### config.mk
export PLATFORM = sky130hd
export DESIGN_NAME = sdr_init_refresh
export DESIGN_NICKNAME = d
export VERILOG_FILES = /design/src/rtl/sdr_init_pkg.sv /design/src/rtl/sdr_ref_timer.sv /design/src/rtl/sdr_cmd_drv.sv /design/src/rtl/sdr_seq_fsm.sv /design/src/rtl/sdr_init_refresh.sv
export SDC_FILE = /design/constraint.sdc
export NUM_CORES = 1
export LEC_CHECK = 0
export BUFFER_PORTS_ARGS = -buffer_cell sky130_fd_sc_hd__buf_2
export CORE_ASPECT_RATIO = 1.2
export CORE_MARGIN = 5
export CORE_UTILIZATION = 50
export CTS_CLUSTER_SIZE = 30
export DETAILED_ROUTE_END_ITERATION = 8
export PLACE_DENSITY = 0.74
export SYNTH_ARGS = -nofsm -noshare
export SYNTH_HDL_FRONTEND = slang
export SYNTH_SLANG_ARGS = --single-unit
### constraint.sdc
create_clock -name clk_i -period 7.35 [get_ports clk_i]
set_clock_uncertainty 0.2 [all_clocks]
set_input_delay 0.735 -clock clk_i [delete_from_list [all_inputs] [get_ports clk_i]]
set_output_delay 0.735 -clock clk_i [all_outputs]
set_load 0.1 [all_outputs]
### src/rtl/sdr_init_pkg.sv
package sdr_init_pkg;
  typedef enum logic [2:0] {
    ST_PWR, ST_PRE, ST_CBR, ST_MRS, ST_EMRS, ST_RUN, ST_RWAIT
  } seq_st_e;

  typedef enum logic [2:0] {
    CMD_NOP, CMD_PRE, CMD_REF, CMD_MRS, CMD_EMRS
  } cmd_e;

  localparam logic [2:0] MODE_NORMAL = 3'd0;
  localparam logic [2:0] MODE_WAIT   = 3'd1;
  localparam logic [2:0] MODE_PRE    = 3'd2;
  localparam logic [2:0] MODE_LMR    = 3'd3;
  localparam logic [2:0] MODE_REF    = 3'd4;
  localparam logic [2:0] MODE_XLMR   = 3'd5;
endpackage

### src/rtl/sdr_ref_timer.sv
module sdr_ref_timer #(
  parameter int REF_W = 12
) (
  input  logic             clk_i,
  input  logic             rst_ni,
  input  logic             run_i,
  input  logic             reload_i,
  input  logic [REF_W-1:0] period_i,
  output logic             due_o
);
  logic [REF_W-1:0] tmr_q;

  // issue cycle counts as one period cycle, hence period-1 on reload
  always_ff @(posedge clk_i or negedge rst_ni) begin
    if (!rst_ni)               tmr_q <= '0;
    else if (!run_i)           tmr_q <= period_i;
    else if (reload_i)         tmr_q <= period_i - REF_W'(1);
    else if (tmr_q != '0)      tmr_q <= tmr_q - REF_W'(1);
  end

  assign due_o = run_i && (tmr_q == '0);

  a_r10_pending_held: assert property (@(posedge clk_i) disable iff (!rst_ni)
    (due_o && !reload_i) |=> due_o);
endmodule

### src/rtl/sdr_cmd_drv.sv
module sdr_cmd_drv
  import sdr_init_pkg::*;
#(
  parameter int ADDR_W = 13
) (
  input  cmd_e              cmd_i,
  input  logic [2:0]        cas_lat_i,
  input  logic [2:0]        burst_len_i,
  input  logic [2:0]        pasr_i,
  input  logic [1:0]        tcsr_i,
  input  logic [1:0]        drv_str_i,
  output logic              cs_n_o,
  output logic              ras_n_o,
  output logic              cas_n_o,
  output logic              we_n_o,
  output logic [1:0]        ba_o,
  output logic [ADDR_W-1:0] addr_o
);
  logic [3:0] pins;

  always_comb begin
    pins   = 4'b0111;
    ba_o   = 2'b00;
    addr_o = '0;
    unique case (cmd_i)
      CMD_PRE: begin
        pins       = 4'b0010;
        addr_o[10] = 1'b1;
      end
      CMD_REF:  pins = 4'b0001;
      CMD_MRS: begin
        pins        = 4'b0000;
        addr_o[6:0] = {cas_lat_i, 1'b0, burst_len_i};
      end
      CMD_EMRS: begin
        pins        = 4'b0000;
        ba_o        = 2'b10;
        addr_o[6:0] = {drv_str_i, tcsr_i, pasr_i};
      end
      default: ;
    endcase
  end

  assign {cs_n_o, ras_n_o, cas_n_o, we_n_o} = pins;
endmodule

### src/rtl/sdr_seq_fsm.sv
module sdr_seq_fsm
  import sdr_init_pkg::*;
#(
  parameter int PWRUP_CYC  = 20,
  parameter int T_RP       = 2,
  parameter int T_RFC      = 4,
  parameter int T_MRD      = 2,
  parameter int N_INIT_REF = 8
) (
  input  logic       clk_i,
  input  logic       rst_ni,
  input  logic       mobile_i,
  input  logic       user_req_i,
  input  logic       due_i,
  output cmd_e       cmd_o,
  output logic [2:0] mode_o,
  output logic       run_o,
  output logic       reload_o,
  output logic       grant_o,
  output logic       ready_o
);
  localparam int T_A   = (T_RP > T_RFC) ? T_RP : T_RFC;
  localparam int T_B   = (T_A > T_MRD) ? T_A : T_MRD;
  localparam int T_MAX = (T_B > PWRUP_CYC) ? T_B : PWRUP_CYC;
  localparam int CNT_W = $clog2(T_MAX + 1);
  localparam int IDX_W = (N_INIT_REF > 1) ? $clog2(N_INIT_REF) : 1;

  seq_st_e          st_q, st_n;
  logic [CNT_W-1:0] cnt_q, cnt_n;
  logic [IDX_W-1:0] idx_q, idx_n;
  logic             issue_q, issue_n;
  logic             grant_q, grant_n;
  logic             fire_ref;

  assign fire_ref = (st_q == ST_RUN) && due_i && !grant_q;

  always_comb begin
    st_n    = st_q;
    cnt_n   = cnt_q;
    idx_n   = idx_q;
    issue_n = 1'b0;
    if (st_q == ST_RUN) begin
      if (fire_ref) begin
        st_n  = ST_RWAIT;
        cnt_n = CNT_W'(T_RFC);
      end
    end else if (issue_q) begin
      issue_n = 1'b0;
    end else if (cnt_q == CNT_W'(1)) begin
      unique case (st_q)
        ST_PWR: begin
          st_n = ST_PRE; cnt_n = CNT_W'(T_RP); issue_n = 1'b1;
        end
        ST_PRE: begin
          st_n = ST_CBR; cnt_n = CNT_W'(T_RFC); issue_n = 1'b1; idx_n = '0;
        end
        ST_CBR: begin
          issue_n = 1'b1;
          if (idx_q == IDX_W'(N_INIT_REF - 1)) begin
            st_n = ST_MRS; cnt_n = CNT_W'(T_MRD);
          end else begin
            cnt_n = CNT_W'(T_RFC); idx_n = idx_q + IDX_W'(1);
          end
        end
        ST_MRS: begin
          if (mobile_i) begin
            st_n = ST_EMRS; cnt_n = CNT_W'(T_MRD); issue_n = 1'b1;
          end else begin
            st_n = ST_RUN;
          end
        end
        default: st_n = ST_RUN;
      endcase
    end else begin
      cnt_n = cnt_q - CNT_W'(1);
    end
  end

  assign grant_n = (st_q == ST_RUN) && !fire_ref && user_req_i && (grant_q || !due_i);

  always_ff @(posedge clk_i or negedge rst_ni) begin
    if (!rst_ni) begin
      st_q    <= ST_PWR;
      cnt_q   <= CNT_W'(PWRUP_CYC);
      idx_q   <= '0;
      issue_q <= 1'b0;
      grant_q <= 1'b0;
    end else begin
      st_q    <= st_n;
      cnt_q   <= cnt_n;
      idx_q   <= idx_n;
      issue_q <= issue_n;
      grant_q <= grant_n;
    end
  end

  always_comb begin
    cmd_o = CMD_NOP;
    if (issue_q) begin
      unique case (st_q)
        ST_PRE:  cmd_o = CMD_PRE;
        ST_CBR:  cmd_o = CMD_REF;
        ST_MRS:  cmd_o = CMD_MRS;
        ST_EMRS: cmd_o = CMD_EMRS;
        default: cmd_o = CMD_NOP;
      endcase
    end else if (fire_ref) begin
      cmd_o = CMD_REF;
    end
  end

  always_comb begin
    unique case (st_q)
      ST_PWR:   mode_o = MODE_WAIT;
      ST_PRE:   mode_o = MODE_PRE;
      ST_CBR:   mode_o = MODE_REF;
      ST_MRS:   mode_o = MODE_LMR;
      ST_EMRS:  mode_o = MODE_XLMR;
      ST_RUN:   mode_o = fire_ref ? MODE_REF : MODE_NORMAL;
      default:  mode_o = MODE_REF;
    endcase
  end

  assign run_o    = (st_q == ST_RUN) || (st_q == ST_RWAIT);
  assign ready_o  = run_o;
  assign reload_o = fire_ref;
  assign grant_o  = grant_q;

  a_r7_ready_sticky: assert property (@(posedge clk_i) disable iff (!rst_ni)
    ready_o |=> ready_o);
  a_r6_emrs_only_mobile: assert property (@(posedge clk_i) disable iff (!rst_ni)
    (st_q == ST_EMRS) |-> mobile_i);
  a_r9_no_ref_when_granted: assert property (@(posedge clk_i) disable iff (!rst_ni)
    grant_q |-> (cmd_o == CMD_NOP));
endmodule

### src/rtl/sdr_init_refresh.sv
module sdr_init_refresh
  import sdr_init_pkg::*;
#(
  parameter int ADDR_W     = 13,
  parameter int REF_W      = 12,
  parameter int PWRUP_CYC  = 20,
  parameter int T_RP       = 2,
  parameter int T_RFC      = 4,
  parameter int T_MRD      = 2,
  parameter int N_INIT_REF = 8
) (
  input  logic              clk_i,
  input  logic              rst_ni,
  input  logic              mobile_i,
  input  logic [2:0]        cas_lat_i,
  input  logic [2:0]        burst_len_i,
  input  logic [2:0]        pasr_i,
  input  logic [1:0]        tcsr_i,
  input  logic [1:0]        drv_str_i,
  input  logic [REF_W-1:0]  ref_period_i,
  input  logic              user_req_i,
  output logic              grant_o,
  output logic              ready_o,
  output logic [2:0]        mode_o,
  output logic              cke_o,
  output logic              cs_n_o,
  output logic              ras_n_o,
  output logic              cas_n_o,
  output logic              we_n_o,
  output logic [1:0]        ba_o,
  output logic [ADDR_W-1:0] addr_o
);
  cmd_e cmd;
  logic run, reload, due, cke_q;

  always_ff @(posedge clk_i or negedge rst_ni) begin
    if (!rst_ni) cke_q <= 1'b0;
    else         cke_q <= 1'b1;
  end
  assign cke_o = cke_q;

  sdr_seq_fsm #(
    .PWRUP_CYC(PWRUP_CYC), .T_RP(T_RP), .T_RFC(T_RFC),
    .T_MRD(T_MRD), .N_INIT_REF(N_INIT_REF)
  ) u_fsm (
    .clk_i, .rst_ni, .mobile_i, .user_req_i,
    .due_i(due), .cmd_o(cmd), .mode_o, .run_o(run),
    .reload_o(reload), .grant_o, .ready_o
  );

  sdr_ref_timer #(.REF_W(REF_W)) u_tmr (
    .clk_i, .rst_ni, .run_i(run), .reload_i(reload),
    .period_i(ref_period_i), .due_o(due)
  );

  sdr_cmd_drv #(.ADDR_W(ADDR_W)) u_drv (
    .cmd_i(cmd), .cas_lat_i, .burst_len_i, .pasr_i, .tcsr_i, .drv_str_i,
    .cs_n_o, .ras_n_o, .cas_n_o, .we_n_o, .ba_o, .addr_o
  );

  a_r9_nop_while_granted: assert property (@(posedge clk_i) disable iff (!rst_ni)
    grant_o |-> ({cs_n_o, ras_n_o, cas_n_o, we_n_o} == 4'b0111));
  a_r1_no_grant_before_ready: assert property (@(posedge clk_i) disable iff (!rst_ni)
    !ready_o |-> !grant_o);
  a_r4_load_bank_zero: assert property (@(posedge clk_i) disable iff (!rst_ni)
    (mode_o == MODE_LMR && !cs_n_o) |-> (ba_o == 2'b00));
endmodule

==> results.py <==
metrics = {
    "die": {
        "die_area_sq_um": 5680,
        "die_w_microns": 69.6,
        "ios": 54,
        "die_h_microns": 81.6,
        "coreArea_sq_um": 4200,
        "num_rows": 26,
        "start_util_pct": 50.8,
    },
    "global_route": {
        "grt_pass1_wl_mm": 8.57,
        "antenna_found_initial": 0,
        "grt_max_degree": 27,
        "grt_pass1_vias": 1899,
        "grtUsageTotal_pct": 18.2,
        "grt_overflow_total": 0,
    },
    "logic_synthesis": {
        "ys.flop_type": "dfrtp_1",
        "synthArstFlopShare_pct": 100,
        "synth_edf_count": 0,
        "syn_avg_cell_area_sq_um": 8.37,
        "synth.area.top_cells": "dfrtp_1, a21oi_1, nor2_1, nand2_1, o21ai_0",
        "yosysUniqueCellTypes": 61,
        "synth_top_area_cell": "dfrtp_1",
        "synth_top_cell_area_share_pct": 28.2,
        "syn_area_sq_um": 2130,
        "ys_ff_latch": 26,
        "synth_common_cells": "dfrtp_1, nor2_1, nand2_1, a21oi_1, o21ai_0",
        "ys_seq_area_share_pct": 30.6,
        "yosysWarnings": 0,
        "netlist_instances": 255,
    },
    "clocking": {
        "cts.clk_slew.worst_paths_ns": 0.10,
        "cts_sinks": 26,
        "cts_root_buf": "clkbuf_8",
        "htree_levels": 1,
        "numCtsBuffers": 3,
        "ctsHoldBuffers": 0,
        "post_cts_buffers": 0,
        "clk_latency_ns": 0.27,
        "cts_buffer_depth": 2,
        "cts_resized": 0,
        "cts_tree": "done",
    },
    "finish": {
        "diodes": 0,
        "final_util_pct": 56.9,
        "nets": 325,
        "syn2layout_area_growth_pct": 11.9,
        "drive_above_1_share_pct": 23.8,
    },
    "pwr": {
        "static-leakage-power_nw": 1.00,
        "ir_drop_uv": 206,
        "powerDensity_nw_per_um2": 417,
    },
    "critical_path": {
        "critPathCaptureType": "output port",
        "critPathKind": "flip-flop to output port",
        "path_cells": "nor4bb_4, nand4_1, nor2_1, a21oi_1, or2_2, buf_2",
        "startpoint_type": "flip-flop",
        "cp.arrival_ns": 2.89,
        "slowest_delay_ns": 0.73,
        "slowest_stage": "dfrtp_1",
        "required_ns": 6.41,
        "cp_num_buf_inv": 1,
        "cpLargestDelayFamily": "simple AND/OR/NAND/NOR gates",
        "rrSetupSlack_ns": 4.02,
        "worstPathMaxFanout": 18,
    },
    "sta": {
        "clock.fmax_mhz": 262,
        "setup_viol": 0,
        "hold_viol": 0,
        "rsz0062_at_grt": "false",
        "worst_pin_slew_ns": 0.972,
        "fin_crit_sh_pct": 52.0,
        "slew_headroom_pct": 35.1,
        "maxSlewViolCount": 0,
        "fin_tns_setup_ns": 0,
        "layout_min_cycle_time_ns": 3.82,
    },
    "placed_design": {
        "place.gp.congestion": 0.868,
        "port_buffers": 46,
        "place_hpwl_mm": 3.85,
    },
    "detailed_routing": {
        "dr_total_vias": 2032,
        "drt_iter0_markers": 76,
        "drc": 0,
        "drt-vias-per-instance": 5.87,
        "postRouteAntennaNets": 0,
        "post_drt_wl_per_cell_microns": 14.7,
        "wirelength_mm": 5.08,
        "dr.pass1.iters": 4,
    },
    "job": {
        "drv_cap": 0,
    },
    "outcome": {
        "status": "finished, final reports clean",
    },
    "hold_path": {
        "hold_class": "input pin to asynchronous set/reset pin",
    },
}
-- placed cells by master (no fill, tap or decap), types with 2 or more instances in the layout --
master and instances:
a211oi_1 5, a21oi_1 18, a22oi_1 6, a31oi_1 4
and2_1 3, and3_1 3, buf_2 46, clkbuf_8 3
conb_1 8, dfrtp_1 24, dfstp_2 2, ha_1 5
inv_1 12, mux2_2 3, nand2_1 22, nand3_1 7
nand4_1 5, nor2_1 24, nor2b_1 8, nor3_1 9
nor4_1 3, nor4_2 2, nor4_4 3, o211ai_1 2
o21ai_0 15, o21ai_1 5, o311ai_0 2, o31a_1 3
or2_2 2, or3_1 2, or4_1 2, xnor2_1 4
-- through the flow --
step / area (sq um) / hold slack, ns / setup slack, ns / total power [mW] / std cells
2_1_floorplan: 2160 / 0.239 / 2.66 / 0.789 / 261
3_3_place_gp: 2320 / 0.323 / 3.94 / 0.867 / 342
3_5_place_dp: 2320 / 0.320 / 3.84 / 0.876 / 342
4_1_cts: 2390 / 0.281 / 3.54 / 0.998 / 346
5_1_grt: 2390 / 0.305 / 3.27 / 1.07 / 346
6_report: 2390 / 0.247 / 3.53 / 0.996 / 346
-- area by class of cell --
cell class / instances / area (sq um)
inverters: 13 / 48.8
clock inverters: 1 / 30.0
repair buffers: 46 / 230
fillers: 401 / 1810
multi-input cells: 201 / 1310
clock buffers: 3 / 41.3
flip-flops and latches: 26 / 653
well taps: 56 / 70.1
-- logic make-up (layout without fill, tap and decap cells) --
family | after synthesis | count (layout) | share of synthesized area, %
AND/OR/NAND/NOR | 103 | 103 | 28.5
AO/OA/AOI/OAI | 77 | 77 | 25.1
buffers and inverters | 34 | 63 | 8.86
flip-flops | 26 | 26 | 30.6
adder cells (fa/ha/maj) | 5 | 5 | 2.93
XOR/XNOR | 5 | 5 | 2.05
multiplexers | 3 | 3 | 1.58
other | 2 | 8 | 0.352
-- routing by layer --
metal  track usage, %  vias to the layer above  wire [microns]
li1                 -                      995               -
met1             20.8                      965            2080
met2             33.9                       64            2600
met3             3.55                        8             315
met4             6.90                        0              78
met5                0                        -               0
-- final timing paths --
check                                      startpoint                           to  depth (start not counted)
setup / recovery            u_fsm.st_q[2]$_DFFE_PN0P_                      cas_n_o                          6
hold / removal                                 rst_ni   u_fsm.cnt_q[0]$_DFFE_PN0P_                          1
setup reg to reg            u_fsm.st_q[2]$_DFFE_PN0P_  u_tmr.tmr_q[10]$_DFFE_PN0P_                         10
hold reg to reg            u_fsm.cnt_q[1]$_DFFE_PN0P_   u_fsm.cnt_q[1]$_DFFE_PN0P_                          1
max in group asynchronous                      rst_ni   u_tmr.tmr_q[9]$_DFFE_PN0P_                          1
min in group clk_i         u_fsm.cnt_q[1]$_DFFE_PN0P_   u_fsm.cnt_q[1]$_DFFE_PN0P_                          1
-- power by group --
part	switching, mW	leakage [nW]	internal [mW]
sequential	0.109	0.315	0.208
clock	0.0466	0.0357	0.0729
combinational	0.382	0.652	0.178
-- flip-flops by register name, summed over array words and instances, names as in the netlist --
signal,count
cke_o,1
u_fsm.cnt_q,5
u_fsm.grant_o,1
u_fsm.idx_q,3
u_fsm.issue_q,1
u_fsm.st_q,3
u_tmr.tmr_q,12
No activity file was read; power rests on OpenSTA's default activity.
